===== src/rtl/xret_pkg.sv =====
package xret_pkg;

    localparam int MODE_W = 5;
    localparam int NBANK  = 5;

    localparam logic [MODE_W-1:0] CODE_USER = 5'b10000;
    localparam logic [MODE_W-1:0] CODE_SYS  = 5'b11111;

    // Bank order: supervisor, undefined, abort, IRQ, FIQ
    localparam logic [MODE_W-1:0] BANK_CODE [NBANK] = '{
        5'b10011, 5'b11011, 5'b10111, 5'b10010, 5'b10001
    };

    typedef enum logic [2:0] {
        RK_SVC_CALL   = 3'd0,
        RK_UNDEF      = 3'd1,
        RK_IRQ        = 3'd2,
        RK_FIQ        = 3'd3,
        RK_PFETCH     = 3'd4,
        RK_DATA_RETRY = 3'd5,
        RK_DATA_SKIP  = 3'd6,
        RK_BOOT       = 3'd7
    } ret_kind_e;

    typedef enum logic [1:0] {
        ST_IDLE    = 2'd0,
        ST_RESTORE = 2'd1,
        ST_REFUSE  = 2'd2
    } ret_state_e;

    function automatic logic has_bank(input logic [MODE_W-1:0] m);
        logic hit;
        hit = 1'b0;
        for (int i = 0; i < NBANK; i++) begin
            if (m == BANK_CODE[i]) hit = 1'b1;
        end
        return hit;
    endfunction

endpackage


===== src/rtl/xret_bank.sv =====
module xret_bank
    import xret_pkg::*;
#(
    parameter int SW = 32
) (
    input  logic              clk,
    input  logic              rst_n,
    input  logic              wr_en,
    input  logic [MODE_W-1:0] wr_mode,
    input  logic [SW-1:0]     wr_word,
    input  logic [MODE_W-1:0] rd_mode,
    output logic [SW-1:0]     rd_word,
    output logic              rd_hit
);

    logic [NBANK-1:0]         wsel;
    logic [NBANK-1:0]         rsel;
    logic [NBANK-1:0][SW-1:0] slot_q;

    // One decoder pair per bank
    for (genvar g = 0; g < NBANK; g++) begin : g_dec
        assign wsel[g] = wr_en && (wr_mode == BANK_CODE[g]);
        assign rsel[g] = (rd_mode == BANK_CODE[g]);
    end

    always_ff @(posedge clk or negedge rst_n) begin
        if (!rst_n) begin
            slot_q <= '0;
        end else begin
            for (int i = 0; i < NBANK; i++) begin
                if (wsel[i]) slot_q[i] <= wr_word;
            end
        end
    end

    // Read is taken before the edge, so a same-cycle write is not seen
    always_comb begin
        rd_word = '0;
        for (int i = 0; i < NBANK; i++) begin
            if (rsel[i]) rd_word = rd_word | slot_q[i];
        end
    end

    assign rd_hit = |rsel;

endmodule


===== src/rtl/xret_pc_calc.sv =====
module xret_pc_calc
    import xret_pkg::*;
#(
    parameter int AW = 32
) (
    input  ret_kind_e     kind,
    input  logic [AW-1:0] link,
    output logic [AW-1:0] pc
);

    localparam logic [AW-1:0] OFS_ONE = AW'(4);
    localparam logic [AW-1:0] OFS_TWO = AW'(8);

    always_comb begin
        pc = link;
        unique case (kind)
            RK_SVC_CALL, RK_UNDEF, RK_BOOT:         pc = link;
            RK_IRQ, RK_FIQ, RK_PFETCH, RK_DATA_SKIP: pc = link - OFS_ONE;
            RK_DATA_RETRY:                           pc = link - OFS_TWO;
            default:                                 pc = link;
        endcase
    end

endmodule


===== src/rtl/xret_ctrl.sv =====
module xret_ctrl
    import xret_pkg::*;
(
    input  logic clk,
    input  logic rst_n,
    input  logic req,
    input  logic hit,
    output logic valid,
    output logic err
);

    ret_state_e state_q;
    ret_state_e state_d;

    always_ff @(posedge clk or negedge rst_n) begin
        if (!rst_n) state_q <= ST_IDLE;
        else        state_q <= state_d;
    end

    always_comb begin
        state_d = ST_IDLE;
        unique case (state_q)
            ST_IDLE: begin
                if (req) state_d = hit ? ST_RESTORE : ST_REFUSE;
            end
            ST_RESTORE, ST_REFUSE: begin
                if (req) state_d = hit ? ST_RESTORE : ST_REFUSE;
                else     state_d = ST_IDLE;
            end
            default: state_d = ST_IDLE;
        endcase
    end

    always_comb begin
        valid = 1'b0;
        err   = 1'b0;
        unique case (state_q)
            ST_IDLE:    ;
            ST_RESTORE: valid = 1'b1;
            ST_REFUSE:  err   = 1'b1;
            default:    ;
        endcase
    end

endmodule


===== src/rtl/xret_unit.sv =====
module xret_unit
    import xret_pkg::*;
#(
    parameter int SW = 32,
    parameter int AW = 32
) (
    input  logic              clk,
    input  logic              rst_n,
    input  logic              sv_en,
    input  logic [MODE_W-1:0] sv_mode,
    input  logic [SW-1:0]     sv_word,
    input  logic              rt_req,
    input  logic [2:0]        rt_kind,
    input  logic [MODE_W-1:0] cur_mode,
    input  logic [SW-1:0]     cur_word,
    input  logic [AW-1:0]     link,
    output logic              rt_valid,
    output logic              rt_err,
    output logic [SW-1:0]     rt_word,
    output logic [AW-1:0]     rt_pc
);

    ret_kind_e     kind;
    logic [SW-1:0] bank_word;
    logic          bank_hit;
    logic [AW-1:0] pc_calc;
    logic [SW-1:0] word_q;
    logic [AW-1:0] pc_q;

    assign kind = ret_kind_e'(rt_kind);

    xret_bank #(.SW(SW)) u_bank (
        .clk     (clk),
        .rst_n   (rst_n),
        .wr_en   (sv_en),
        .wr_mode (sv_mode),
        .wr_word (sv_word),
        .rd_mode (cur_mode),
        .rd_word (bank_word),
        .rd_hit  (bank_hit)
    );

    xret_pc_calc #(.AW(AW)) u_pc (
        .kind (kind),
        .link (link),
        .pc   (pc_calc)
    );

    xret_ctrl u_ctrl (
        .clk   (clk),
        .rst_n (rst_n),
        .req   (rt_req),
        .hit   (bank_hit),
        .valid (rt_valid),
        .err   (rt_err)
    );

    always_ff @(posedge clk or negedge rst_n) begin
        if (!rst_n) begin
            word_q <= '0;
            pc_q   <= '0;
        end else if (rt_req) begin
            if (!bank_hit) begin
                word_q <= cur_word;
                pc_q   <= link;
            end else begin
                word_q <= (kind == RK_BOOT) ? {cur_word[SW-1:MODE_W], CODE_USER} : bank_word;
                pc_q   <= pc_calc;
            end
        end
    end

    assign rt_word = word_q;
    assign rt_pc   = pc_q;

endmodule


===== config.mk =====
export PLATFORM = sky130hd
export DESIGN_NAME = xret_unit
export DESIGN_NICKNAME = d
export VERILOG_FILES = /design/src/rtl/xret_pkg.sv /design/src/rtl/xret_bank.sv /design/src/rtl/xret_pc_calc.sv /design/src/rtl/xret_ctrl.sv /design/src/rtl/xret_unit.sv
export SDC_FILE = /design/constraint.sdc
export NUM_CORES = 1
export LEC_CHECK = 0
export BUFFER_PORTS_ARGS = -buffer_cell sky130_fd_sc_hd__buf_2
export CORE_AREA = 2 2 190 192
export DETAILED_ROUTE_END_ITERATION = 10
export DIE_AREA = 0 0 192 194
export MAX_ROUTING_LAYER = met4
export PLACE_DENSITY = 0.53
export SKIP_CTS_REPAIR_TIMING = 1
export SYNTH_ARGS = -nofsm -noshare
export SYNTH_HDL_FRONTEND = slang
export SYNTH_SLANG_ARGS = --single-unit

===== constraint.sdc =====
create_clock -name clk -period 1.9 [get_ports clk]
set_clock_uncertainty 0.05 [all_clocks]
set_input_delay 0.095 -clock clk [delete_from_list [all_inputs] [get_ports clk]]
set_output_delay 0.095 -clock clk [all_outputs]
set_load 0.01 [all_outputs]

## Word level (Yosys, flattened, before mapping)

Cells that the tools add are included.

- Flip-flop bits (word level): 226
- Input port bits: 113
- Output and inout bits: 66
- Logic and storage cells: 58

- $add $sub $neg: 2
- Eq/ne operators: 19
- Mux-type cells: 14
- Bitwise logic cells: 4
- Reductions and logical operators: 11

Operator list:

| cell | number |
|---|---|
| 32-bit 2-to-1 mux | 8 |
| 32-bit bitwise OR | 4 |
| 32-bit case mux with 3 select lines | 1 |
| 5-bit equality test, second input constant | 10 |
| 32-bit by 3-bit subtractor with 32-bit output, second input constant | 1 |
| 32-bit by 4-bit subtractor with 32-bit output, second input constant | 1 |
| 3-bit equality test, second input constant | 4 |
| 3-bit by 2-bit equality test with 1-bit output, second input constant | 2 |
| 2-bit 2-to-1 mux | 3 |
| 3-bit OR reduction | 2 |
| 1-bit logical AND | 5 |
| 5-bit OR reduction | 1 |
| 4-bit OR reduction | 1 |
| 3-bit by 1-bit equality test with 1-bit output, second input constant | 1 |
| 3-bit logical NOT | 1 |
| 2-bit by 1-bit equality test with 1-bit output, second input constant | 1 |
| 2-bit equality test, second input constant | 1 |
| 2-bit logical NOT | 1 |
| 1-bit 2-to-1 mux | 2 |

## Depth between registers and ports, before layout

- Depth in word-level cells: 12
- Depth in mapped cells: 9
- Depth with buffers taken out: 8

## Cells and area by module

From an unflattened synthesis, not the netlist that was laid out.

- Cells, all modules: 1,045
- Area, all modules: 11,832.6 µm²

By module, submodules not included:

| module | times used | cells an instance | area an instance (µm²) | sequential area each (µm²) |
|---|---|---|---|---|
| xret_bank | 1 | 577 | 7,622.3 | 4,003.8 |
| xret_unit | 1 | 320 | 3,078.0 | 1,601.5 |
| xret_pc_calc | 1 | 140 | 1,044.8 | 0.0 |
| xret_ctrl | 1 | 8 | 87.6 | 50.0 |

## Least setup slack after synthesis

No wires, ideal clock.

- Path type: input port to flip-flop
- From: input port link[8]
- To: register pc_q[19], in the netlist rt_pc[19]
- Library setup time: 137 ps
- Arrival time: 1,976 ps
- Data required time: 1,713 ps
- Path slack: -263 ps
- Stages: 7
- Path buffers: 1
- Path through: or3_4 -> or3_1 -> clkbuf_2 -> or4_4 -> a2111oi_4 -> xnor2_1 -> a21oi_1

- Longest elaborated chain between the ends: 3
- Elaborated cells between the ends (all ways): 4
- Classes of those cells: add/sub: 2; mux: 2

Ends and longest elaborated chain:

| item | RTL line | text |
|---|---|---|
| start: declaration | xret_unit.sv:16 | `input logic [AW-1:0] link,` |
| 32-bit by 4-bit subtractor with 32-bit output or 32-bit by 3-bit subtractor with 32-bit output (tied branches) | xret_pc_calc.sv:19, xret_pc_calc.sv:18 |  |
| 32-bit case mux with 3 select lines (*) | xret_pc_calc.sv:16 | `unique case (kind)` |
| 32-bit 2-to-1 mux (*) | xret_unit.sv:63 | `if (!bank_hit) begin` |
| end signal: assignment | xret_unit.sv:65 | `pc_q <= link;` |
| end signal: assignment | xret_unit.sv:68 | `pc_q <= pc_calc;` |
| end: declaration | xret_unit.sv:28 | `logic [AW-1:0] pc_q;` |

Mark *: on every way between the ends. The rest lies on a longest branch, timed or not.
A chain may end at the register's enable or synchronous reset.

## Final worst setup path

- From: input port link[14]
- To: register pc_q[19], in the netlist rt_pc[19]

The elaborated chain is that of the path after synthesis.

==> flow_summary_export.csv <==
group,metric,value,unit
routing,first_iter_violations,581,
layout,fin_area,14600,sq um
clock_network,cts-root-buf,"clkbuf_16",
sta,report.final.hold_viol_count,22,
critical_path,cp.arrival,2130,ps
critical_path,crit_required,2260,ps
sta,finalCriticalPeriod,1770,ps
clock_network,cts_tree,"done",
critical_path,endpoint_kind,"flip-flop",
synthesis,synth.area.mux_share,0.175,
sta,fin_crit_sh,0.930,
die,fp-row-count,69,
routing,wl,31100,um
synthesis,synth_top_family_by_area,"multiplexers",
pwr,p_leak,0.00648,uW
layout,drive_gt1_frac,0.413,
synthesis,synth_compound_area_frac,0.136,
clock_network,cts-buffers-inserted,26,
synthesis,synth_flop_cell,"dfrtp_1",
die,core,35200,sq um
pwr,power.density,909,nW/um^2
synthesis,synth_fa_ha_area_frac,0.00359,
synthesis,ys_async_sr_fraction,1.00,
global_routing,grt_antenna_before_repair,1,
routing,ant_nets,0,
synthesis,synth_seq_cells,226,
global_routing,grt_first_pass_wirelength,47300,um
synthesis,yosysWarnings,0,
sta,timing.hold.ws,-17.8,ps
die,die_w,192,um
routing,via_per_inst,4.99,
critical_path,crit_slowest_cell,"or4b_2",
synthesis,netlist_area,10500,sq um
die,pin_count,179,
die,die_area,37200,sq um
critical_path,crit_chain,"buf_2 -> nor4_1 -> buf_4 -> nand3b_1 -> or4b_2 -> a2111oi_4 -> xnor2_1 -> a21oi_1",
critical_path,r2r_cells,4,
sta,finalSetupTns,0,ps
synthesis,avgSynthCellArea,11.7,sq um
clock_network,insertion_delay,540,ps
clock_network,clock_sinks,226,
critical_path,start_kind,"primary input",
synthesis,synth.distinct_cells,53,
routing,num_vias,8627,
place,place_congestion,0.866,
critical_path,critical_path_peak_fanout,3,
critical_path,cpPeakStageDelay,690,ps
sta,max_freq,566,MHz
place,placed_cell_area,12900,sq um
clock_network,cts_buffer_depth,3,
layout,nets,1364,
synthesis,syn_nets,1012,
synthesis,yosys.area_share.simple,0.0931,
synthesis,ys_seq_area_frac,0.541,
synthesis,synth-edff-count,0,
sta,slew_viol_final,0,
sta,rsz0062_at_grt,"false",
min_path,hold_class,"in2async",
job,drv_cap,0,
routing,firstDrtPassIters,6,
synthesis,synthCells,896,
global_routing,grt-ovfl-total,0,
layout,area_growth_syn_to_layout,39.9,%
routing,route.detailed.drc,0,
place,port-buffer-count,178,
sta,worst_slew_margin_rel,0.653,
critical_path,worst-setup-path-type,"in2reg",
clock_network,clk_pin_slew,60,ps
global_routing,grt_max_degree,59,
sta,tightest_slew,519,ps
synthesis,synth-xor-area-share,0.0193,
place,dp_hpwl,20900,um
global_routing,gr-usage-all-layers,0.165,
status,status,"finished with violations",
die,die_h,194,um
critical_path,timing.rr.start,"u_bank.slot_q[1]$_DFFE_PN0P_",
critical_path,r2r_end,"rt_word[1]$_DFFE_PN0P_",
status,violations,"hold timing",
die,start_util,0.297,
clock_network,htree_levels,1,
pwr,peakVddDrop,0.000659,V
sta,setup_violations,0,
global_routing,grt_pass1_vias,8330,
critical_path,r2r_slack,530,ps
routing,detail_route.wl_per_cell,18.0,um
placed cells by master, fill, tap and decap left out, types with 4 or more instances in the layout:
cell,n
clkbuf_16,26
buf_2,176
buf_4,106
a222oi_1,32
nor4_1,10
clkinv_2,4
o211ai_1,30
nor2_4,5
a21oi_1,34
or3_1,4
xnor2_1,5
nand2_1,29
nand2b_1,5
clkbuf_8,4
buf_12,16
a22oi_1,39
nand3b_1,5
dfrtp_1,226
nor2_1,56
bufinv_16,4
nand3_1,37
clkbuf_1,7
o21ai_0,36
inv_1,35
xor2_1,18
mux2_2,162
a31oi_1,5
nand4_1,5
dlygate4sd3_1,81
nor3_1,12
cells by family after synthesis:
family	count (synthesis)
DFF	226
AOI/OAI and AO/OA	197
and+or+nand+nor	194
muxes	162
buffers and inverters	91
xor gates and xnor gates	23
adders and majority gates	3
registers in the layout (all words and copies together) (netlist names):
register and count:
u_ctrl.state_q 2, rt_word 32, rt_pc 32, u_bank.slot_q 160
worst max-delay path: cells and delay by family:
family | cells | cell delay [ps]
buffers and inverters | 2 | 290
AND/OR/NAND/NOR | 3 | 1110
XOR/XNOR | 1 | 160
AO/OA/AOI/OAI | 2 | 480
metrics by stage:
stage | instances | hold slack [ps] | util | power [uW] | setup WS (ps)
after floorplan | 896 | -251 | - | 7090 | -208
after global placement | 1600 | -37.4 | 0.367 | 7970 | -371
after detailed placement | 1600 | -34.7 | 0.367 | 8040 | -407
after CTS | 1647 | -612 | 0.392 | 13300 | 139
after global routing | 1729 | -0.159 | 0.415 | 13900 | 39.3
final | 1729 | -17.8 | 0.415 | 13300 | 132
cells in the mapped netlist, drive strengths merged (16+ instances only):
master	n	area share
a222oi	32	0.031
o211ai	30	0.022
xor2	18	0.015
a22oi	39	0.028
o21ai	37	0.018
clkbuf	48	0.017
nor2	61	0.022
nand2	29	0.010
mux2	162	0.17
nor3	16	0.0081
nand3	37	0.018
inv	35	0.013
dfrtp	226	0.54
a21oi	35	0.017
worst max path at each step:
stage | slack (ps) | end | depth (start not counted) | start
final | 130 | rt_pc[19]$_DFFE_PN0P_ | 8 | link[14]
after global routing | 40 | rt_pc[11]$_DFFE_PN0P_ | 9 | cur_mode[3]
after CTS | 140 | rt_pc[19]$_DFFE_PN0P_ | 8 | link[14]
after detailed placement | -410 | rt_pc[19]$_DFFE_PN0P_ | 8 | link[14]
after global placement | -370 | rt_pc[19]$_DFFE_PN0P_ | 8 | link[14]
after floorplan | -210 | rt_pc[19]$_DFFE_PN0P_ | 7 | link[8]
final cells by class:
| type | instances | area [sq um] |
|---|---|---|
| antenna | 1 | 2.50 |
| tap | 461 | 577 |
| inverter | 35 | 131 |
| clock inverter | 10 | 165 |
| sequential | 226 | 5660 |
| timing repair buffer | 380 | 2820 |
| multi-input combinational | 579 | 4540 |
| clock buffer | 37 | 732 |
| fill | 3446 | 20600 |
per-layer routing:
metal | vias to the layer above | wire [um] | track usage
met2 | 204 | 14400 | 0.256
met3 | 42 | 1420 | 0.0228
met4 | 0 | 519 | 0.0342
met5 | - | 0 | -
li1 | 4059 | - | -
met1 | 4322 | 14700 | 0.232
where the power goes:
part	switching, uW	leakage, uW	internal, uW
logic	915	0.00322	1120
clock network	2000	0.000441	3220
registers	408	0.00282	5630
Note: power is estimated with default switching activity, not from simulation.
